[config.mk]
export PLATFORM = sky130hd
export DESIGN_NAME = slip_aligner
export DESIGN_NICKNAME = d
export VERILOG_FILES = /design/src/rtl/bslip_pkg.sv /design/src/rtl/bslip_carry.sv /design/src/rtl/bslip_join.sv /design/src/rtl/slip_aligner.sv
export SDC_FILE = /design/constraint.sdc
export NUM_CORES = 1
export LEC_CHECK = 0
export BUFFER_PORTS_ARGS = -buffer_cell sky130_fd_sc_hd__buf_2
export CAP_MARGIN = 5
export CORE_AREA = 2 2 39 41
export CTS_CLUSTER_SIZE = 12
export DETAILED_ROUTE_END_ITERATION = 10
export DIE_AREA = 0 0 41 43
export GPL_TIMING_DRIVEN = 0
export PLACE_DENSITY = 0.55
export SKIP_CTS_REPAIR_TIMING = 1
export SLEW_MARGIN = 30
export SYNTH_ARGS = -nofsm -noshare
export SYNTH_HDL_FRONTEND = slang
export SYNTH_SLANG_ARGS = --single-unit
[constraint.sdc]
create_clock -name clk -period 1.6 [get_ports clk]
set_input_delay 0.16 -clock clk [delete_from_list [all_inputs] [get_ports clk]]
set_output_delay 0.16 -clock clk [all_outputs]
set_load 0.01 [all_outputs]
[src/rtl/bslip_pkg.sv]
package bslip_pkg;

  // A slip is legal when it lies inside the reachable history.
  function automatic bit slip_ok(input int w, input int h, input int s);
    return (w > 0) && (h > 0) && (s >= 0) && (s < h * w);
  endfunction

  // Number of fresh input bits the history has to retain each cycle.
  function automatic int carry_in_bits(input int w, input int s);
    return (s < w) ? s : w;
  endfunction

endpackage

[src/rtl/bslip_carry.sv]
module bslip_carry #(
  parameter int WIDTH = 8,
  parameter int SLIP  = 3,
  localparam int IN_W = bslip_pkg::carry_in_bits(WIDTH, SLIP)
) (
  input  logic            clk,
  input  logic            rst,
  input  logic [IN_W-1:0] top_bits,
  output logic [SLIP-1:0] carry_q
);

  // Only the last SLIP stream bits are ever shown again, so only they are kept.
  if (SLIP <= WIDTH) begin : g_short
    always_ff @(posedge clk) begin
      if (rst) carry_q <= '0;
      else     carry_q <= top_bits;
    end
  end else begin : g_long
    always_ff @(posedge clk) begin
      if (rst) carry_q <= '0;
      else     carry_q <= {top_bits, carry_q[SLIP-1:WIDTH]};
    end
  end

  logic run_q = 1'b0;
  always_ff @(posedge clk) run_q <= !rst;

  AST_CARRY_LOAD: assert property (@(posedge clk) disable iff (rst)
    run_q |-> carry_q[SLIP-1 -: IN_W] == $past(top_bits));

endmodule

[src/rtl/bslip_join.sv]
module bslip_join #(
  parameter int WIDTH = 8,
  parameter int SLIP  = 3
) (
  input  logic [WIDTH-SLIP-1:0] cur_low,
  input  logic [SLIP-1:0]       carry,
  output logic [WIDTH-1:0]      word_o
);

  // Older bits sit at the bottom, fresh bits above them.
  always_comb word_o = {cur_low, carry};

endmodule

[src/rtl/slip_aligner.sv]
module slip_aligner #(
  parameter int WIDTH   = 8,
  parameter int SLIP    = 3,
  parameter int HIST    = 1,
  parameter bit REG_OUT = 1'b1
) (
  input  logic             clk,
  input  logic             rst,
  input  logic [WIDTH-1:0] din,
  output logic [WIDTH-1:0] dout
);

  if (!bslip_pkg::slip_ok(WIDTH, HIST, SLIP)) begin : g_bad_slip
    $error("slip_aligner: SLIP must be within 0 .. HIST*WIDTH-1");
  end

  localparam int IN_W = bslip_pkg::carry_in_bits(WIDTH, SLIP);

  logic [WIDTH-1:0] aligned;

  if (SLIP == 0) begin : g_pass
    always_comb aligned = din;
  end else if (SLIP < WIDTH) begin : g_mix
    logic [SLIP-1:0] carry_q;
    bslip_carry #(.WIDTH(WIDTH), .SLIP(SLIP)) u_carry (
      .clk(clk), .rst(rst), .top_bits(din[WIDTH-1 -: IN_W]), .carry_q(carry_q));
    bslip_join #(.WIDTH(WIDTH), .SLIP(SLIP)) u_join (
      .cur_low(din[WIDTH-SLIP-1:0]), .carry(carry_q), .word_o(aligned));
  end else begin : g_deep
    logic [SLIP-1:0] carry_q;
    bslip_carry #(.WIDTH(WIDTH), .SLIP(SLIP)) u_carry (
      .clk(clk), .rst(rst), .top_bits(din[WIDTH-1 -: IN_W]), .carry_q(carry_q));
    always_comb aligned = carry_q[WIDTH-1:0];
  end

  if (REG_OUT) begin : g_reg
    logic [WIDTH-1:0] out_q;
    always_ff @(posedge clk) begin
      if (rst) out_q <= '0;
      else     out_q <= aligned;
    end
    assign dout = out_q;

    logic rst_q  = 1'b0;
    logic run_q  = 1'b0;
    logic run2_q = 1'b0;
    always_ff @(posedge clk) begin
      rst_q  <= rst;
      run_q  <= !rst;
      run2_q <= run_q;
    end

    AST_RST_CLEAR: assert property (@(posedge clk) disable iff (rst)
      rst_q |-> dout == '0);

    if (SLIP < WIDTH) begin : g_chk_upper
      AST_REG_UPPER: assert property (@(posedge clk) disable iff (rst)
        run_q |-> dout[WIDTH-1:SLIP] == $past(din[WIDTH-1-SLIP:0]));
    end

    if (SLIP > 0 && SLIP <= WIDTH) begin : g_chk_carry
      AST_REG_CARRY: assert property (@(posedge clk) disable iff (rst)
        (run_q && run2_q) |-> dout[SLIP-1:0] == $past(din[WIDTH-1 -: SLIP], 2));
    end
  end else begin : g_comb
    assign dout = aligned;

    if (SLIP < WIDTH) begin : g_chk_upper
      AST_COMB_UPPER: assert property (@(posedge clk) disable iff (rst)
        dout[WIDTH-1:SLIP] == din[WIDTH-1-SLIP:0]);
    end

    if (SLIP > 0 && SLIP <= WIDTH) begin : g_chk_carry
      logic run_q = 1'b0;
      always_ff @(posedge clk) run_q <= !rst;
      AST_COMB_CARRY: assert property (@(posedge clk) disable iff (rst)
        run_q |-> dout[SLIP-1:0] == $past(din[WIDTH-1 -: SLIP]));
    end
  end

endmodule

# ---- Word level (Yosys, flattened, before mapping)
# Cells that the tools add are included.
dict set report word_totals {
  register_bits 11
  inputBits 10
  out_inout_bits 8
  elab_cells 2
}

# ---- Depth between registers and ports, before layout
# Gate-level depths: netlist of the first run.
dict set report depth {
  depth_word 0
  depth_mapped 2
  mapped_depth_nobuf 1
}

# ---- Modules after synthesis
# A second synthesis of the first run with hierarchy kept.
dict set report hier_totals {
  cells_unflattened 30
  hier_area_um2 349.1
}
# module n_inst cells_each area_each_um2 seq_area_each_um2
set modules_own_cells {}
lappend modules_own_cells {slip_aligner 1 16 210.2 160.2}
lappend modules_own_cells {bslip_carry 1 6 78.8 60.1}
lappend modules_own_cells {bslip_join 1 8 60.1 0.0}

# ---- Least setup slack after synthesis of the first run
# No wires, ideal clock.
dict set report synth_timing {
  kind {flip-flop to flip-flop}
  start {register g_mix.u_carry.carry_q[0]}
  end {register g_reg.out_q[0], in the netlist dout[0]}
  setup_ns 0.115
  t_arrival_ns 0.397
  required_time_ns 1.485
  setup_slack_ns 1.088
  path_stages_with_launch 2
  n_path_buf 0
  synth_period_minus_slack_ns 0.512
  cell_sequence {dfxtp_1 nor2b_2}
}
# item line_no
set synth_lines {}
lappend synth_lines {{start: declaration} bslip_carry.sv:9} ;# output logic [SLIP-1:0] carry_q
lappend synth_lines {{start signal: assignment} bslip_carry.sv:16} ;# else carry_q <= top_bits;
lappend synth_lines {{end signal: assignment} slip_aligner.sv:40} ;# else out_q <= aligned;
lappend synth_lines {{end: declaration} slip_aligner.sv:37} ;# logic [WIDTH-1:0] out_q;
# No word-level cell between the ends.

# ---- Worst setup path in the final report of the first run
dict set report layout_timing {
  start {register g_reg.out_q[3], in the netlist dout[3]}
  end {output port dout[3]}
}
# item line_no
set layout_lines {}
lappend layout_lines {{end: declaration} slip_aligner.sv:10} ;# output logic [WIDTH-1:0] dout
# No word-level cell between the ends.

==> results of run 1 <==
metal layers:
layer | GRT usage | vias up | share of wire
met4 | 0.0600 | 0 | 0
met2 | 0.0750 | 8 | 0.51
met5 | 0 | - | 0
met1 | 0.0677 | 98 | 0.40
li1 | - | 111 | -
met3 | 0.0314 | 0 | 0.091
Yosys cell counts (all sizes together):
library cell / n / area [sq um]
and2b: 1 / 8.76
buf: 1 / 11.3
dfxtp: 11 / 220
nor2b: 10 / 97.6
kinds of logic after synthesis:
| family | Yosys count | synth area share |
|---|---|---|
| and+or+nand+nor | 11 | 0.315 |
| buffers and inverters | 1 | 0.0333 |
| DFF | 11 | 0.652 |
registers in the layout, summed over array words and instances (netlist names):
name and flops:
dout 8, g_mix.u_carry.carry_q 3
power breakdown:
group	total (uW)	internal, uW	switching, uW
registers	290	287	2.47
logic	48.3	28.8	19.6
clock network	179	96.2	83.2
how the worst max path moves through the flow:
| stage | from | endpoint | cells past startpoint |
|---|---|---|---|
| finish | dout[3]$_SDFF_PP0_ | dout[3] | 1 |
| global route | dout[2]$_SDFF_PP0_ | dout[2] | 1 |
| CTS | dout[3]$_SDFF_PP0_ | dout[3] | 1 |
| detailed placement | rst | dout[0]$_SDFF_PP0_ | 3 |
| global placement | rst | dout[2]$_SDFF_PP0_ | 3 |
| floorplan | g_mix.u_carry.carry_q[0]$_SDFF_PP0_ | dout[0]$_SDFF_PP0_ | 1 |
stage by stage:
| step | utilization | area, sq um | power, uW |
|---|---|---|---|
| after floorplan | - | 338 | 324 |
| after global placement | 0.320 | 443 | 345 |
| after detailed placement | 0.320 | 443 | 346 |
| after CTS | 0.339 | 469 | 531 |
| after global routing | 0.339 | 469 | 549 |
| final | 0.339 | 469 | 518 |
final cells by class:
type	instances	area, sq um	area share
Buffer	1	11.3	0.0240
Multi-Input combinational cell	11	106	0.227
Tap cell	16	20.0	0.0427
Timing Repair Buffer	17	85.1	0.181
Clock buffer	4	26.3	0.0560
Sequential cell	11	220	0.469
==> qor.yml, run 1 <==
min_path:
  min_to: "dout[7]$_SDFF_PP0_"
  hold_class: "in -> reg"
  min_delay_path_depth: 2
  min-delay-start: "din[4]"
floorplan:
  dieArea_sq_mm: 0.00176
  die_w_um: 41
  start_util: 0.244
  core_area_sq_mm: 0.00138
  io_pins: 18
  rows: 14
  die_h_um: 43
clock_tree:
  cts_htree_levels: 1
  clk_latency_ns: 0.26
  clk_pin_slew_ns: 0.06
  cts_buffers: 3
  cts_buffer_depth: 2
  cts_root_buffer: "clkbuf_4"
  cts_sinks: 11
  cts_tree: "built"
logic_synthesis:
  syn_nets: 33
  synth-seq-area-share: 0.652
  syn_area_sq_um: 338
  ys_ff_latch: 11
  avgSynthCellArea_sq_um: 14.7
  synthCells: 23
  yosysUniqueCellTypes: 5
  synth_warnings: 0
sta:
  max_slew.worst_pin.slew_ns: 0.131
  timing.final.crit_period_ns: 0.847
  hold_viol: 0
  finalSetupViolCount: 0
  clock.fmax_ghz: 1.18
  relSlewSlack: 0.913
  worst_slack_ns: 0.753
  fin_skew_ns: 0.0000372
  finalMaxSlewViolations: 0
  rsz0062_at_grt: "no"
  period_share: 0.529
  holdWs_ns: 0.106
  setup_tns_ns: 0
setup_path:
  slowest_delay_ns: 0.31
  arrival_ns: 0.69
  ff2ff_setup_slack_ns: 1.07
  timing.rr.start: "g_mix.u_carry.carry_q[0]$_SDFF_PP0_"
  cpLargestDelayFamily: "flip-flops"
  timing.rr.end: "dout[0]$_SDFF_PP0_"
  crit_path_start_kind: "register"
  cp-end-kind: "output pin"
  required_ns: 1.44
  path_cells: "buf_2"
  critPathBufInv: 1
  slowest_stage: "dfxtp_1"
  worst-path-max-fanout: 1
  r2r.worst_path.cells: 1
  path_class: "reg -> out"
global_routing:
  antenna_found_initial: 0
  grt_pass1_wl_um: 662
  gr-total-overflow: 0
  grt_max_degree: 11
  first_global_vias: 191
  grt.total_usage: 0.0603
finish:
  final_cells: 60
  diodes: 0
  nets: 55
  layout_commonest_cell: "buf_2"
  drive_gt1_frac: 0.727
  syn_to_final_growth_pct: 38.9
  layout_common_cells: "buf_2 (17), dfxtp_1 (11), nor2b_2 (8)"
  fillers: 148
place:
  place_ws_ns: 1.01
  place_hpwl_um: 371
  dpl.cell_count: 56
  port_buffers: 17
  routabilityCongestion: 0.581
power:
  leakagePower_uw: 0.000231
  pwr_density_cell_mw_per_mm2: 1100
  ir_drop_v: 0.000348
routing:
  vias: 217
  wl_per_cell_um: 7.88
  drtPass1Iterations: 1
  vias_per_cell: 3.62
  routed_wl_um: 473
  ant_nets: 0
  drtIter0Drc: 0
  route.detailed.drc: 0
flow_run:
  drv_cap: 0
status:
  status: "finished, final reports clean"
No activity file was read; power rests on OpenSTA's default activity.
==> run 2: changes to the inputs <==
ABC_AREA = 1   (was unset)
PLACE_DENSITY = 0.53   (was 0.55)
clock period = 0.85 ns   (was 1.6 ns; I/O delays follow)
==> run 2 against run 1 <==
Sequential share of layout area increased by 1.4 points. Wire length decreased by 6.1%. Synthesized area decreased by 7.0%. Clock power increased by 87%. First-iteration DRC count increased by 1. Critical path type is now in -> reg. Critical endpoint is now dout[4]$_SDFF_PP0_. Largest power group unchanged.
==> qor.yml, run 2 <==
status:
  status: "finished, final reports clean"
sta:
  fin_skew_ns: 0.000152  # +0.000115 ns
  period_share: 0.906
  rsz0062_at_grt: "no"
  hold_viol: 0  # unchanged
  setup_tns_ns: 0  # unchanged
  holdWs_ns: 0.0275  # -0.0781 ns
  max_slew.worst_pin.slew_ns: 0.0734  # -0.0574 ns
  relSlewSlack: 0.951  # +0.0381
  finalMaxSlewViolations: 0  # unchanged
  clock.fmax_ghz: 1.30
  timing.final.crit_period_ns: 0.770
  finalSetupViolCount: 0  # unchanged
clock_tree:
  cts_root_buffer: "clkbuf_4"
  clk_latency_ns: 0.26  # about the same
  cts_buffer_depth: 2  # unchanged
  cts_sinks: 11  # unchanged
  cts_tree: "built"
  cts_htree_levels: 1  # unchanged
  clk_pin_slew_ns: 0.06  # about the same
  cts_buffers: 3  # unchanged
global_routing:
  grt_pass1_wl_um: 724  # +9.4%
  grt_max_degree: 11  # unchanged
  first_global_vias: 186  # -2.6%
  antenna_found_initial: 0  # unchanged
  gr-total-overflow: 0  # unchanged
  grt.total_usage: 0.0714  # +0.0111
setup_path:
  arrival_ns: 0.97  # +0.28 ns
  cp-end-kind: "register"
  worst-path-max-fanout: 10  # +9
  crit_path_start_kind: "primary input"
  path_class: "in -> reg"
  required_ns: 1.05  # -0.39 ns
routing:
  route.detailed.drc: 0  # unchanged
  ant_nets: 0  # unchanged
  routed_wl_um: 444  # -6.1%
  wl_per_cell_um: 6.17  # -22%
  vias_per_cell: 3.36  # -7.1%
  drtIter0Drc: 1  # +1
  vias: 242  # +12%
  drtPass1Iterations: 2  # +1
power:
  leakagePower_uw: 0.000264  # +15%
  power.share.clock: 0.348  # about the same
  switching_share: 0.204  # +0.000976
  combPwrFrac: 0.084  # -0.009
  pwr_density_cell_mw_per_mm2: 2110  # +91%
  seqPwrFrac: 0.568  # +0.008
  ir_drop_v: 0.000817  # +130%
  p_sw_uw: 196  # +87%
  p_int_uw: 765  # +86%
logic_synthesis:
  async_flop_share: 0  # unchanged
  synthFlopType: "dfxtp_1"
  synth_warnings: 0  # unchanged
  ys_ff_latch: 11  # unchanged
  synth_area_leaders: "dfxtp_1 (70%), inv_1 (13%), nor2_1 (13%)"
  syn_nets: 44  # +33%
  synth_edf_count: 0  # unchanged
  yosys-top-cells-count: "dfxtp_1 (11), inv_1 (11), nor2_1 (11)"
  syn_area_sq_um: 314  # -7.0%
  synth-seq-area-share: 0.701  # +0.0493
  yosysUniqueCellTypes: 4  # -1
  synthCells: 34  # +48%
  synth_top_area_frac: 0.701  # +0.0493
  yosysTopAreaCell: "dfxtp_1"
  avgSynthCellArea_sq_um: 9.24  # -37%
finish:
  nets: 67  # +22%
  layout_commonest_cell: "buf_2"
  largest_reg_flops: 8  # unchanged
  fillers: 159  # +7.4%
  syn_to_final_growth_pct: 45.0
  drive_gt1_frac: 0.375  # -0.352
  diodes: 0  # unchanged
  layout_common_cells: "buf_2 (17), inv_1 (11), nor2_1 (11), dfxtp_1 (11), clkbuf_4 (3)"
floorplan:
  die_w_um: 41  # unchanged
  core_area_sq_mm: 0.00138  # unchanged
  start_util: 0.227  # -0.0172
  io_pins: 18  # unchanged
  rows: 14  # unchanged
  dieArea_sq_mm: 0.00176  # unchanged
  die_h_um: 43  # unchanged
place:
  routabilityCongestion: 0.553  # -4.7%
  place_hpwl_um: 331  # -11%
  port_buffers: 17  # unchanged
min_path:
  hold_class: "in -> reg"
flow_run:
  drv_cap: 0  # unchanged
==> run 2: cell types whose count changed after synthesis, sizes merged <==
cell	delta
inv	+11
and2b	-1
nor2	+11
nor2b	-10
==> run 2: cells by family (layout without fill, tap and decap cells) <==
family / count (synthesis) / in the layout / share of synthesized area
and+or+nand+nor: 11 / 11 / 0.131
buffers and inverters: 12 / 34 / 0.167
DFF: 11 / 11 / 0.701
==> run 2: final timing paths <==
path | end | cells after the start | start | slack [ns]
hold / removal | dout[7]$_SDFF_PP0_ | 3 | din[4] | 0.03
setup reg to reg | dout[1]$_SDFF_PP0_ | 2 | g_mix.u_carry.carry_q[1]$_SDFF_PP0_ | 0.38
hold reg to reg | dout[2]$_SDFF_PP0_ | 2 | g_mix.u_carry.carry_q[2]$_SDFF_PP0_ | 0.40
setup / recovery | dout[4]$_SDFF_PP0_ | 4 | rst | 0.08
==> run 2: power groups by stage <==
stage	Clock [uW]	Sequential, uW	Combinational (uW)
6_report	334	546	80.8
5_1_grt	387	549	94.2
4_1_cts	358	546	79.5
3_5_place_dp	0	558	79.4
3_3_place_gp	0	557	78.1
2_1_floorplan	0	569	27.5
==> run 2: stage by stage <==
stage	std cells	util	total power [uW]	area (sq um)	setup slack, ns
global placement	67	0.303	635	419	0.365
floorplan	34	-	596	314	0.401
CTS	71	0.322	984	445	0.0689
global route	72	0.329	1030	455	0.0239
finish	72	0.329	961	455	0.0801
detailed placement	67	0.303	637	419	0.361
==> run 2: routing by layer <==
layer | global-route usage | routed length, um | up-vias
li1 | - | - | 133
met5 | 0 | 0 | -
met3 | 0.0471 | 53 | 0
met2 | 0.0781 | 207 | 11
met4 | 0.100 | 0 | 0
met1 | 0.0712 | 183 | 98
==> run 2: worst max-delay path, stage by stage <==
cell and delay, ns:
dlygate4sd3_1 0.53, buf_2 0.13, buf_6 0.13, nor2_1 0.09
==> run 2: cell type report <==
type	count	area [sq um]	area share
sequential	11	220	0.484
tap	16	20.0	0.0440
timing repair buffer	18	95.1	0.209
inverter	11	41.3	0.0907
clock buffer	4	26.3	0.0577
multi-input combinational	11	41.3	0.0907
buffer	1	11.3	0.0247
